==> config.mk <==
export PLATFORM = sky130hd
export DESIGN_NAME = sliding_median_filter
export DESIGN_NICKNAME = d
export VERILOG_FILES = /design/src/rtl/smf_pkg.sv /design/src/rtl/smf_history.sv /design/src/rtl/smf_rank_select.sv /design/src/rtl/smf_fill.sv /design/src/rtl/sliding_median_filter.sv
export SDC_FILE = /design/constraint.sdc
export NUM_CORES = 1
export LEC_CHECK = 0
export ABC_AREA = 1
export BUFFER_PORTS_ARGS = -buffer_cell sky130_fd_sc_hd__buf_2
export CAP_MARGIN = 20
export CORE_ASPECT_RATIO = 1.4
export CORE_MARGIN = 8
export CORE_UTILIZATION = 25
export CTS_BUF_LIST = sky130_fd_sc_hd__clkbuf_16
export DETAILED_ROUTE_END_ITERATION = 8
export SLEW_MARGIN = 25
export SYNTH_ARGS = -nofsm -noshare
export SYNTH_HDL_FRONTEND = slang
export SYNTH_HIERARCHICAL = 1
export SYNTH_SLANG_ARGS = --single-unit
==> constraint.sdc <==
create_clock -name clk -period 12.2 [get_ports clk]
set_input_delay 0.61 -clock clk [delete_from_list [all_inputs] [get_ports clk]]
set_output_delay 0.61 -clock clk [all_outputs]
set_load 0.03 [all_outputs]
==> src/rtl/smf_pkg.sv <==
package smf_pkg;
  localparam int WIN = 7;
  localparam int MID = (WIN - 1) / 2;
  localparam int CW  = $clog2(WIN + 1);
  typedef logic [CW-1:0] fill_t;
endpackage

==> src/rtl/smf_history.sv <==
module smf_history
  import smf_pkg::*;
#(
  parameter int DW = 16
) (
  input  logic                     clk,
  input  logic                     rst,
  input  logic [DW-1:0]            din,
  output logic [WIN-1:0][DW-1:0]   win_next,
  output logic [WIN-1:0][DW-1:0]   hist_q
);
  // Slot 0 holds the newest sample and slot WIN-1 the oldest.
  assign win_next[0] = din;
  for (genvar i = 1; i < WIN; i++) begin : g_shift
    assign win_next[i] = hist_q[i-1];
  end

  always_ff @(posedge clk) begin
    if (rst) hist_q <= '0;
    else     hist_q <= win_next;
  end
endmodule

==> src/rtl/smf_rank_select.sv <==
module smf_rank_select
  import smf_pkg::*;
#(
  parameter int DW = 16
) (
  input  logic [WIN-1:0][DW-1:0] win,
  output logic [WIN-1:0]         pick,
  output logic [DW-1:0]          median
);
  // Entry a ranks ahead of entry b when it is smaller as a signed number,
  // or when it is equal and sits at a lower index (ties are broken by slot).
  function automatic logic ranks_ahead(input logic [DW-1:0] a, input logic [DW-1:0] b,
                                       input int ia, input int ib);
    return ($signed(a) < $signed(b)) || ((a == b) && (ia < ib));
  endfunction

  for (genvar i = 0; i < WIN; i++) begin : g_rank
    fill_t rank;
    always_comb begin
      rank = '0;
      for (int j = 0; j < WIN; j++) begin
        if (j != i && ranks_ahead(win[j], win[i], j, i)) rank = rank + 1'b1;
      end
    end
    assign pick[i] = (rank == fill_t'(MID));
  end

  always_comb begin
    median = '0;
    for (int i = 0; i < WIN; i++) begin
      if (pick[i]) median = median | win[i];
    end
  end
endmodule

==> src/rtl/smf_fill.sv <==
module smf_fill
  import smf_pkg::*;
(
  input  logic  clk,
  input  logic  rst,
  output fill_t fill_cnt,
  output logic  full_next
);
  // Set when the capture at this edge fills or keeps filling the window.
  assign full_next = (fill_cnt >= fill_t'(WIN - 1));

  always_ff @(posedge clk) begin
    if (rst)                          fill_cnt <= '0;
    else if (fill_cnt != fill_t'(WIN)) fill_cnt <= fill_cnt + 1'b1;
  end
endmodule

==> src/rtl/sliding_median_filter.sv <==
module sliding_median_filter
  import smf_pkg::*;
#(
  parameter int DW = 16
) (
  input  logic          clk,
  input  logic          rst,
  input  logic [DW-1:0] din,
  output logic [DW-1:0] dout,
  output logic          dout_valid
);
  logic [WIN-1:0][DW-1:0] win_next;
  logic [WIN-1:0][DW-1:0] hist_q;
  logic [WIN-1:0]         pick;
  logic [DW-1:0]          median;
  fill_t                  fill_cnt;
  logic                   full_next;

  smf_history #(.DW(DW)) u_hist (
    .clk(clk), .rst(rst), .din(din), .win_next(win_next), .hist_q(hist_q)
  );

  smf_rank_select #(.DW(DW)) u_sel (
    .win(win_next), .pick(pick), .median(median)
  );

  smf_fill u_fill (
    .clk(clk), .rst(rst), .fill_cnt(fill_cnt), .full_next(full_next)
  );

  always_ff @(posedge clk) begin
    if (rst) begin
      dout       <= '0;
      dout_valid <= 1'b0;
    end else begin
      dout       <= full_next ? median : '0;
      dout_valid <= full_next;
    end
  end
endmodule

==> flow_summary.json <==
{
  "seq_area_mm2": 0.002322,
  "tns_ps": 0,
  "synthToLayoutAreaGrowth_pct": 4.979,
  "cts_made_buffers": 17,
  "synth_area_mm2": 0.01555,
  "p_switching_mw": 0.9692,
  "synthCells": 2305,
  "power.density_mw_per_mm2": 123.2,
  "dr_total_vias": 14330,
  "io_buffers": 34,
  "synthesis.nets": 2695,
  "combPwrFrac_pct": 52.0,
  "drive_gt1_share_pct": 5.956,
  "peakVddDrop_uv": 137.5,
  "p_int_mw": 1.042,
  "worst_setup_path_end_kind": "register",
  "tightest_slew_ps": 1070,
  "cts_tree": "done",
  "status": "complete, no violations",
  "die_x_um": 226.8,
  "multi_input_area_mm2": 0.01079,
  "die_h_um": 311.1,
  "drv_slew": 0,
  "timing.fmax_ghz": 0.1562,
  "pwr-share-seq_pct": 20.3,
  "vias_per_cell": 4.684,
  "grt_pass1_wl_um": 78740,
  "rows": 108,
  "start_kind": "register",
  "slowest_delay_ps": 830,
  "clkTransAtPathRegs_ps": 60,
  "cts_hold_buf": 0,
  "post-route-period-util_pct": 52.48,
  "crit_fanout": 16,
  "fin_nets": 2612,
  "grt_pass1_vias": 13910,
  "die_area_mm2": 0.07057,
  "swShare_pct": 48.19,
  "setup_ws_ps": 5797,
  "period_needed_ps": 6403,
  "clock_power_share_pct": 27.7,
  "setup_viol_count_final": 0,
  "grt-ovfl-total": 0,
  "numClockSinks": 116,
  "fillers": 6851,
  "slowest_stage": "nor2_2",
  "cts_resized": 0,
  "hold_class": "input port to register",
  "cts_htree_levels": 4,
  "required_ps": 12580,
  "slew_headroom_pct": 28.60,
  "drt_iter0_drc": 902,
  "clockBufferDepth": 2,
  "postCtsSetupBuffers": 0,
  "pin_count": 35,
  "yosys_warnings": 6,
  "power_leakage_nw": 8.536,
  "place_congestion": 0.9358,
  "hold_violations": 0,
  "coreArea_mm2": 0.06175,
  "initial_core_util_pct": 25.19,
  "post-place-ws_ps": 6128,
  "holdWs_ps": 406.7,
  "critPathArrivalTime_ps": 6790,
  "grt_max_degree": 51,
  "grt_setup_unrepaired": "no",
  "max_cap_viol_count": 0,
  "wl_per_cell_um": 17.16,
  "cp_common_cell": "nand2_1",
  "dp_hpwl_um": 42410,
  "clk_latency_ps": 460,
  "avgSynthCellArea_um2": 6.748,
  "drcViolationCount": 0,
  "grt_usage_pct": 14.83,
  "drt_first_pass_iters": 7,
  "routed_wl_um": 52490,
  "cts-root-buf": "clkbuf_16",
  "critPathKind": "register to register",
  "antenna_found_initial": 1,
  "finClkSkew_ps": 11.96,
  "ant_nets": 0
}
==> cell type report <==
class / instances / share of cell area, %
repair buffers: 35 / 1.103
well taps: 825 / 6.321
diodes: 1 / 0.01532
flip-flops and latches: 116 / 14.22
clock inverters: 13 / 1.172
clock buffers: 17 / 2.605
inverters: 368 / 8.474
multi-input cells: 1684 / 66.09
==> sequential cells by signal, summed over array words and instances (netlist names) <==
signal / cells
dout: 16
dout_valid: 1
u_fill/fill_cnt: 3
u_hist/hist_q: 96
==> critical path: cells and delay by family, from the launching register on <==
kind            cells  cell delay, ps
simple gates       20            3430
buf+inv             7             450
compound gates      1             340
flops               1             480
fa+ha+maj           5            1410
xor+xnor            1             200
==> stage by stage <==
step | utilization (%) | std cells | area [um2] | power (mW)
finish | 26.44 | 3059 | 16330 | 2.011
global route | 26.44 | 3059 | 16330 | 2.142
CTS | 26.44 | 3058 | 16330 | 2.009
detailed placement | 25.44 | 3028 | 15710 | 1.446
global placement | 25.40 | 3028 | 15690 | 1.431
floorplan | - | 2305 | 15550 | 1.187
==> placed cells by master, fill, tap and decap left out, drive strengths merged, types with 33 or more instances in the layout <==
cell type	count
nand2	512
ha	372
inv	369
nor2	271
nand3	229
a21oi	138
dfxtp	116
nand4	37
buf	35
o21ai	33
==> worst paths after layout <==
path / start / endpoint / slack (ps) / cells past startpoint
worst min register to register: u_hist/hist_q[42]$_SDFF_PP0_ / u_hist/hist_q[58]$_SDFF_PP0_ / 470 / 2
worst max-delay path: u_hist/hist_q[15]$_SDFF_PP0_ / dout[0]$_SDFF_PP0_ / 5800 / 34
worst max register to register: u_hist/hist_q[15]$_SDFF_PP0_ / dout[0]$_SDFF_PP0_ / 5800 / 34
worst min-delay path: din[0] / u_hist/hist_q[0]$_SDFF_PP0_ / 410 / 3
==> per-layer routing <==
metal	vias to the layer above	part of all wire (%)	GRT usage, %
met3	186	3.9	1.433
met5	-	0	0
li1	7228	-	-
met2	429	48	25.51
met1	6484	38	15.88
met4	0	9.8	13.14
==> power by group through the flow <==
| stage | clock network [mW] | logic (mW) | registers, mW |
|---|---|---|---|
| 3_5_place_dp | 0 | 1.03 | 0.417 |
| 5_1_grt | 0.579 | 1.15 | 0.411 |
| 2_1_floorplan | 0 | 0.785 | 0.402 |
| 4_1_cts | 0.567 | 1.03 | 0.409 |
| 6_report | 0.557 | 1.05 | 0.409 |
| 3_3_place_gp | 0 | 1.01 | 0.417 |
(Power assumes the default switching activity.)
